### src/rtl/walsh_addr_spreader.sv
module walsh_addr_spreader #(
  parameter int ADDR_W = 4,
  parameter int CODE_LEN = 8,
  parameter logic [CODE_LEN-1:0] CODE = 8'b01010101
) (
  input  logic              clk,
  input  logic              rst_n,
  input  logic              req_i,
  input  logic              sync_i,
  input  logic [ADDR_W-1:0] addr_i,
  output logic              chip_o,
  output logic              busy_o,
  output logic              sync_o
);
  localparam int CW = (CODE_LEN > 1) ? $clog2(CODE_LEN) : 1;
  localparam int AW = (ADDR_W > 1) ? $clog2(ADDR_W) : 1;

  logic [CW-1:0]       chip_q;
  logic [AW-1:0]       bit_q;
  logic [ADDR_W-1:0]   addr_q;
  logic [CODE_LEN-1:0] code_q;
  logic                busy_q;
  logic                sync_q;

  wire start     = req_i & sync_i & ~busy_q;
  wire last_chip = (chip_q == CW'(CODE_LEN - 1));
  wire last_bit  = (bit_q == AW'(ADDR_W - 1));

  always_ff @(posedge clk) begin
    if (!rst_n) begin
      chip_q <= '0;
      bit_q  <= '0;
      addr_q <= '0;
      code_q <= CODE;
      busy_q <= 1'b0;
      sync_q <= 1'b0;
    end else begin
      sync_q <= busy_q & last_chip & last_bit;
      if (start) begin
        busy_q <= 1'b1;
        chip_q <= '0;
        bit_q  <= '0;
        addr_q <= addr_i;
        code_q <= CODE;
      end else if (busy_q) begin
        code_q <= {code_q[CODE_LEN-2:0], code_q[CODE_LEN-1]};
        if (last_chip) begin
          chip_q <= '0;
          addr_q <= addr_q << 1;
          if (last_bit) begin
            busy_q <= 1'b0;
            bit_q  <= '0;
          end else begin
            bit_q <= bit_q + 1'b1;
          end
        end else begin
          chip_q <= chip_q + 1'b1;
        end
      end
    end
  end

  assign chip_o = busy_q & (addr_q[ADDR_W-1] ^ code_q[CODE_LEN-1]);
  assign busy_o = busy_q;
  assign sync_o = sync_q;
endmodule

### config.mk
export PLATFORM = sky130hd
export DESIGN_NAME = walsh_addr_spreader
export DESIGN_NICKNAME = d
export VERILOG_FILES = /design/src/rtl/walsh_addr_spreader.sv
export SDC_FILE = /design/constraint.sdc
export NUM_CORES = 1
export LEC_CHECK = 0
export BUFFER_PORTS_ARGS = -buffer_cell sky130_fd_sc_hd__buf_2
export CORE_MARGIN = 3
export CORE_UTILIZATION = 40
export CTS_CLUSTER_SIZE = 40
export DETAILED_ROUTE_END_ITERATION = 10
export PLACE_DENSITY = 0.63
export SLEW_MARGIN = 0
export SYNTH_ARGS = -nofsm -noshare
export SYNTH_HDL_FRONTEND = slang
export SYNTH_SLANG_ARGS = --single-unit
### constraint.sdc
create_clock -name clk -period 1.1 [get_ports clk]
set_input_delay 0.11 -clock clk [delete_from_list [all_inputs] [get_ports clk]]
set_output_delay 0.11 -clock clk [all_outputs]
set_load 0.01 [all_outputs]
==> results of run 1 <==
power by group:
group | switching, mW | total, mW | internal, mW
sequential | 0.0228 | 0.748 | 0.726
combinational | 0.0978 | 0.215 | 0.117
clock | 0.198 | 0.339 | 0.141
total | 0.318 | 1.30 | 0.984
routing by layer:
metal	wire length [microns]	track usage, %	up-vias
met1	715	15.0	291
met3	87	6.02	0
met2	708	21.4	11
li1	-	-	315
met5	0	0	-
met4	0	1.31	0
worst min-delay path, delay by kind of cell:
| kind | cells | cell delay [ns] |
|---|---|---|
| and+or+nand+nor | 1 | 0.08 |
| buffers and inverters | 1 | 0.10 |
| AOI/OAI and AO/OA | 1 | 0.06 |
sequential cells by signal, indices dropped and copies added, names as in the netlist:
| signal | count |
|---|---|
| bit_q | 2 |
| code_q | 8 |
| busy_o | 1 |
| sync_o | 1 |
| addr_q | 4 |
| chip_q | 3 |
cell type report:
class                      instances  area (sq um)  share of cell area (%)
multi-input combinational         56           498                    45.3
sequential                        19           387                    35.2
timing repair buffer              17           145                    13.2
tap                               25          31.3                    2.85
clock buffer                       4          26.3                    2.39
inverter                           3          11.3                    1.03
synthesized netlist by cell type:
library cell   n  area (sq um)
inv_1          3          11.3
and2_1         2          12.5
nand2_4        1          11.3
o221ai_1       3          26.3
nand2_1        9          33.8
buf_12         1          20.0
nand2b_1       1          6.26
ha_1           4          50.1
nand4b_1       1          8.76
a21boi_1       1          7.51
nand3_1        2          10.0
xor2_1         1          8.76
a21oi_2        1          8.76
a31oi_1        3          18.8
buf_6          1          11.3
dfxtp_1       19           380
nand2_2        1          6.26
a21oi_1        1          5.00
buf_2          1          5.00
mux2i_1       11           110
a21boi_0       1          7.51
nor2_1        10          37.5
nand3b_4       2          40.0
per-stage QoR:
stage / area [sq um] / hold WS (ns) / std cells
CTS: 1070 / 0.0779 / 123
global route: 1100 / 0.0730 / 124
floorplan: 842 / 0.282 / 80
global placement: 922 / 0.409 / 115
finish: 1100 / 0.0907 / 124
detailed placement: 922 / 0.408 / 115
worst paths after layout:
check             startpoint        end  slack [ns]
setup / recovery   addr_q[3]     chip_o       -0.02
hold reg to reg    addr_q[3]  addr_q[3]        0.47
setup reg to reg   chip_q[1]  addr_q[3]        0.01
hold / removal     addr_i[0]  addr_q[0]        0.09
cells by family after synthesis:
| kind of cell | share of synthesized area, % |
|---|---|
| AOI/OAI and AO/OA | 8.82 |
| xor gates and xnor gates | 1.05 |
| adders and majority gates | 5.98 |
| buffers and inverters | 5.68 |
| DFF | 45.4 |
| muxes | 13.2 |
| and+or+nand+nor | 19.9 |
what timing repair did:
action	4_1_cts	5_1_grt
pin swaps	10	3
gates cloned	1	1
buffers inserted	4	0
resized for setup	19	2
hold endpoints to repair	0	0
endpoints found under the setup margin	9	15
==> out/metrics.csv, run 1 <==
metric;value;unit
end_kind;output port;
ys_types;23;
slew_viol_final;0;
postCtsHoldBufs;0;
drc;0;
tightest_slew;0.239;ns
cts_sinks;19;
fp.dieW;51.7;microns
setup-violations-final;1;
num_io_pins;11;
clkLatencyLatePin;0.29;ns
grt_pass1_vias;574;
finalCritPeriodShare;102;%
syn_avg_cell_area;10.5;sq um
crit_path_start_kind;flop;
grt_antenna_before_repair;0;
path_max_fanout;2;
cpMaxStageDelayCell;dfxtp_2;
avgViaCountPerCell;4.98;
cts-buffers-inserted;3;
syn_nets;92;
timing.final.ws_setup;-0.0249;ns
ant_nets;0;
diodes;0;
nNetsFinal;112;
layout_commonest_cell;dfxtp_1;
worst_clock_skew;0.00397;ns
postLayoutCoreUtil;59.7;%
pre_cts_slack;-0.0836;ns
cp.depth;3;
min_path_cells;3;
path_buf_inv;1;
hold_violations;0;
reg2reg_depth;5;
p_total;1.30;mW
dr.pass1.iters;3;
std_cell_rows;15;
drive_gt1_share;40.4;%
syn_to_final_growth;31.2;%
synth-seq-cells;19;
rsz0062_at_grt;true;
vias;617;
core;0.00184;sq mm
grt_max_degree;11;
start_util;45.5;%
tns;-0.0249;ns
grt.overflow.total;0;
ys.warnings.count;0;
hold_path_class;input pin to flop;
cts-root-buf;clkbuf_4;
die_h;51.7;microns
layout_common_cells;14 x dfxtp_1, 11 x mux2i_1, 10 x nor2_1;
syn_inst;80;
layout_min_cycle_time;1.12;ns
drt_iter0_drc;1;
track_usage;12.6;%
maxCapViolations;0;
fmax;889;MHz
slew_headroom;84.0;%
crit_type;flop to output port;
grt_pass1_wl;2490;microns
cts.clk_slew.worst_paths;0.10;ns
port_buffers;10;
globalplace.congestion;0.752;
design.die.area;0.00268;sq mm
wirelength;1510;microns
p_leak;0.466;nW
slowest_delay;0.34;ns
fillers;181;
yosysSeqAreaShare;45.4;%
cts_buffer_depth;2;
ir_drop;891;uV
crit_family;flip-flops;
worstPathArrival;1.01;ns
path_cells;xor2_1 -> and2_4 -> buf_6;
synthesis.area;837;sq um
violations;setup timing;
cp.required;0.99;ns
wire_per_inst;12.2;microns
status;finished with violations;
powerDensity;1190;mW/mm^2
h-tree-depth;1;
cts_tree;done;
Power figures use the tool's default switching activity.
==> inputs of run 2 (changes only) <==
MAX_ROUTING_LAYER = met4   (was not set)
PLACE_DENSITY = 0.61   (was 0.63)
clock period = 1.3 ns   (was 1.1 ns; I/O delays follow)
==> run 2 against run 1 <==
Highest routed layer is now met4. The flow now finishes without violations. Worst hold slack gained 0.034 ns. Non-clock buffer count fell by 6. Utilization fell by 8.4 points. Sequential power is 16% lower.
==> out/metrics.csv, run 2 (synthesized netlist as in run 1, its figures left out) <==
metric;value;unit
powerDensity;1120;mW/mm^2
crit_type;flop to flop;
hold_path_class;input pin to flop;
cp.required;1.48;ns
use_met3;3.72;%
fillers;179;
start_util;45.5;%
ir_drop;561;uV
slew_viol_final;0;
tightest_slew;0.213;ns
cts-root-buf;clkbuf_4;
drt_iter0_drc;10;
power_frac_seq;59.7;%
layout_common_cells;17 x dfxtp_1, 11 x mux2i_1, 10 x nor2_1, 10 x buf_2, 9 x nand2_1;
internal-power;0.797;mW
setup-violations-final;0;
multi_input_area;423;sq um
largest_reg_flops;8;
status;finished clean;
num_io_pins;11;
port_buffers;10;
hpwl;923;microns
grt_use_met2;17.6;%
p_comb_share;12.4;%
core;0.00184;sq mm
grt.overflow.total;0;
die_h;51.7;microns
end_kind;flop;
fp.dieW;51.7;microns
avgViaCountPerCell;4.89;
wirelength;1350;microns
fmax;808;MHz
cts.clk_slew.worst_paths;0.11;ns
path_max_fanout;7;
cts_buffer_depth;2;
design.die.area;0.00268;sq mm
nNetsFinal;105;
sw_frac_of_total;24.7;%
slew_headroom;85.7;%
vias;572;
layout_commonest_cell;dfxtp_1;
worst_clock_skew;0.00315;ns
hold_violations;0;
grt_pass1_vias;531;
worstPathArrival;1.42;ns
rsz0062_at_grt;true;
p_leak;0.423;nW
grt_pass1_wl;2220;microns
switchingPower;0.262;mW
ant_nets;0;
globalplace.congestion;0.658;
regArea;383;sq um
h-tree-depth;1;
std_cell_rows;15;
postCtsHoldBufs;0;
grt_use_met1;13.7;%
drc;0;
dr.pass1.iters;4;
grt-busiest-layer;met2;
regMostFlops;code_q;
grt_antenna_before_repair;0;
tns;0;ns
layout_min_cycle_time;1.24;ns
postLayoutCoreUtil;51.4;%
diodes;0;
reg_top3;code_q (8), addr_q (4), chip_q (3);
postCtsSetupRepairBufs;0;
cts_tree;done;
clockPowerShare;27.9;%
cts-buffers-inserted;3;
cts_sinks;19;
grt_max_degree;19;
crit_path_start_kind;flop;
syn_to_final_growth;12.9;%
wire_per_inst;11.5;microns
clkLatencyLatePin;0.29;ns
track_usage;11.7;%
maxCapViolations;0;
drive_gt1_share;27.2;%
finalCritPeriodShare;95.2;%
## run 2: layout make-up
type,count,area share [%]
Clock buffer,4,2.78
Inverter,3,1.19
Multi-Input combinational cell,55,44.8
Sequential cell,19,40.5
Tap cell,25,3.31
Timing Repair Buffer,11,7.42
## run 2: worst max-delay path, cell delays in order (launching register included)
cell and delay (ns):
dfxtp_1 0.37, ha_2 0.20, ha_2 0.21, nand2_4 0.09, o221ai_1 0.20, a31oi_1 0.06
## run 2: timing repair
item,4_1_cts,5_1_grt
endpoints found under the hold margin,0,0
setup endpoints to repair,1,5
gates resized for setup,1,5
## run 2: path summary, 6_finish.rpt
| kind | from | to | slack [ns] | cells past startpoint |
|---|---|---|---|---|
| max reg2reg | chip_q[0] | addr_q[1] | 0.06 | 5 |
| max | chip_q[0] | addr_q[1] | 0.06 | 5 |
| min reg2reg | bit_q[1] | bit_q[1] | 0.47 | 2 |
| min | rst_n | sync_o | 0.12 | 3 |
## run 2: through the flow
stage	area, sq um	hold slack, ns	worst slack (ns)	power (mW)	instances
after global routing	945	0.113	-0.00658	1.11	117
after global placement	902	0.427	0.0893	0.769	113
after floorplan	837	0.302	0.153	0.744	80
final	945	0.125	0.0628	1.06	117
after CTS	930	0.108	0.0309	1.07	117
after detailed placement	902	0.431	0.0580	0.772	113
## run 2: routing by layer
layer | up-vias | part of all wire [%]
met5 | - | 0
met4 | 0 | 0.89
met3 | 2 | 5.4
met2 | 12 | 40
met1 | 259 | 54
li1 | 299 | -
## run 2: power by group through the flow
| stage | Sequential (mW) | Clock (mW) | Combinational, mW |
|---|---|---|---|
| after floorplan | 0.640 | 0 | 0.104 |
| after global placement | 0.643 | 0 | 0.126 |
| after detailed placement | 0.644 | 0 | 0.128 |
| after CTS | 0.631 | 0.308 | 0.129 |
| after global routing | 0.636 | 0.325 | 0.145 |
| final | 0.632 | 0.296 | 0.131 |
==> inputs of run 3 (changes only) <==
MAX_ROUTING_LAYER = not set   (was met4)
==> run 3 against run 2 <==
Clock skew barely moved. Routed wire length rose by 0.59%. Die area stayed put. Power about the same. Worst hold slack improved by 0.0018 ns. Non-clock buffer count is the same. Highest routed layer unchanged. Largest power group unchanged.
==> out/metrics.csv, run 3 (synthesized netlist as in run 1, its figures left out) <==
metric;value;unit
worst_clock_skew;0.00310;ns
tns;0;ns
grt.overflow.total;0;
postLayoutCoreUtil;51.4;%
reg_top3;code_q (8), addr_q (4), chip_q (3);
finalCritPeriodShare;95.2;%
p_total;1.06;mW
grt_pass1_wl;2220;microns
cts_tree;done;
crit_path_start_kind;flop;
dr.pass1.iters;3;
start_util;45.5;%
clockPowerShare;27.9;%
regMostFlops;code_q;
layout_commonest_cell;dfxtp_1;
reg2reg_depth;5;
crit_type;flop to flop;
hpwl;923;microns
ant_nets;0;
hold_violations;0;
fillers;179;
p_leak;0.423;nW
core;0.00184;sq mm
worstPathArrival;1.42;ns
slew_headroom;85.7;%
diodes;0;
switchingPower;0.262;mW
powerDensity;1120;mW/mm^2
cts_resized;1;
die_h;51.7;microns
cpMaxStageDelayCell;dfxtp_1;
hold_slack;0.127;ns
tightest_slew;0.213;ns
globalplace.congestion;0.652;
sw_frac_of_total;24.8;%
grt_antenna_before_repair;0;
end_kind;flop;
hold_path_class;input pin to flop;
maxCapViolations;0;
drive_gt1_share;27.2;%
reg2reg_to;addr_q[1];
cp.required;1.48;ns
rsz0062_at_grt;true;
largest_reg_flops;8;
grt_max_degree;19;
regArea;383;sq um
layout_common_cells;17 x dfxtp_1, 11 x mux2i_1, 10 x nor2_1, 10 x buf_2, 9 x nand2_1;
postCtsHoldBufs;0;
rrSetupSlack;0.06;ns
crit_path_end;addr_q[1];
cts.clk_slew.worst_paths;0.11;ns
cp_common_cell;ha_2;
cts_sinks;19;
cts_buffer_depth;2;
nNetsFinal;105;
fp.dieW;51.7;microns
wirelength;1360;microns
worst_r2r_startpoint;chip_q[0];
ir_drop;561;uV
port_buffers;10;
p_comb_share;12.4;%
std_cell_rows;15;
path_cells;ha_2 -> ha_2 -> nand2_4 -> o221ai_1 -> a31oi_1;
drt_iter0_drc;10;
vias;571;
power_frac_seq;59.6;%
slowest_delay;0.37;ns
slew_viol_final;0;
grt_pass1_vias;532;
setup-violations-final;0;
fmax;808;MHz
path_max_fanout;7;
h-tree-depth;1;
cts-root-buf;clkbuf_4;
drc;0;
num_io_pins;11;
wire_per_inst;11.6;microns
design.die.area;0.00268;sq mm
layout_min_cycle_time;1.24;ns
cts-buffers-inserted;3;
clkLatencyLatePin;0.29;ns
status;finished clean;
crit_start;chip_q[0];
track_usage;11.4;%
avgViaCountPerCell;4.88;
postCtsSetupRepairBufs;0;
syn_to_final_growth;12.9;%
internal-power;0.797;mW
multi_input_area;423;sq um
## run 3: per-layer routing
| metal | vias up | global-route usage (%) | part of all wire (%) | wire length (microns) |
|---|---|---|---|---|
| li1 | 299 | - | - | - |
| met1 | 260 | 13.7 | 55 | 742 |
| met2 | 10 | 17.6 | 39 | 531 |
| met3 | 2 | 3.72 | 5.2 | 70 |
| met4 | 0 | 6.55 | 0.88 | 12 |
| met5 | - | 0 | 0 | 0 |
## run 3: how the worst min path moves through the flow
stage	from	cells after the start	slack, ns	endpoint
after detailed placement	rst_n	3	0.43	sync_o
final	rst_n	3	0.13	sync_o
after global placement	rst_n	3	0.43	sync_o
after CTS	rst_n	3	0.11	sync_o
after floorplan	addr_i[0]	2	0.30	addr_q[0]
after global routing	addr_i[0]	3	0.11	addr_q[0]
## run 3: final cells by class
cell class	count	area share [%]
clock buffers	4	2.78
inverters	3	1.19
multi-input cells	55	44.8
flip-flops and latches	19	40.5
well taps	25	3.31
repair buffers	11	7.42
## run 3: power groups by stage
stage,clock (mW),sequential (mW),combinational [mW]
after floorplan,0,0.640,0.104
final,0.296,0.632,0.131
after global routing,0.325,0.636,0.145
after CTS,0.308,0.631,0.129
after detailed placement,0,0.644,0.128
after global placement,0,0.643,0.126
## run 3: metrics by stage
| stage | cell area (sq um) | setup WS (ns) | std cells |
|---|---|---|---|
| 2_1_floorplan | 837 | 0.153 | 80 |
| 3_3_place_gp | 902 | 0.0893 | 113 |
| 3_5_place_dp | 902 | 0.0580 | 113 |
| 4_1_cts | 930 | 0.0309 | 117 |
| 5_1_grt | 945 | -0.00658 | 117 |
| 6_report | 945 | 0.0619 | 117 |
## run 3: critical path, delay by kind of cell (launching register included)
| kind | cells | cell delay, ns |
|---|---|---|
| fa+ha+maj | 2 | 0.41 |
| flops | 1 | 0.37 |
| simple gates | 1 | 0.09 |
| compound gates | 2 | 0.26 |
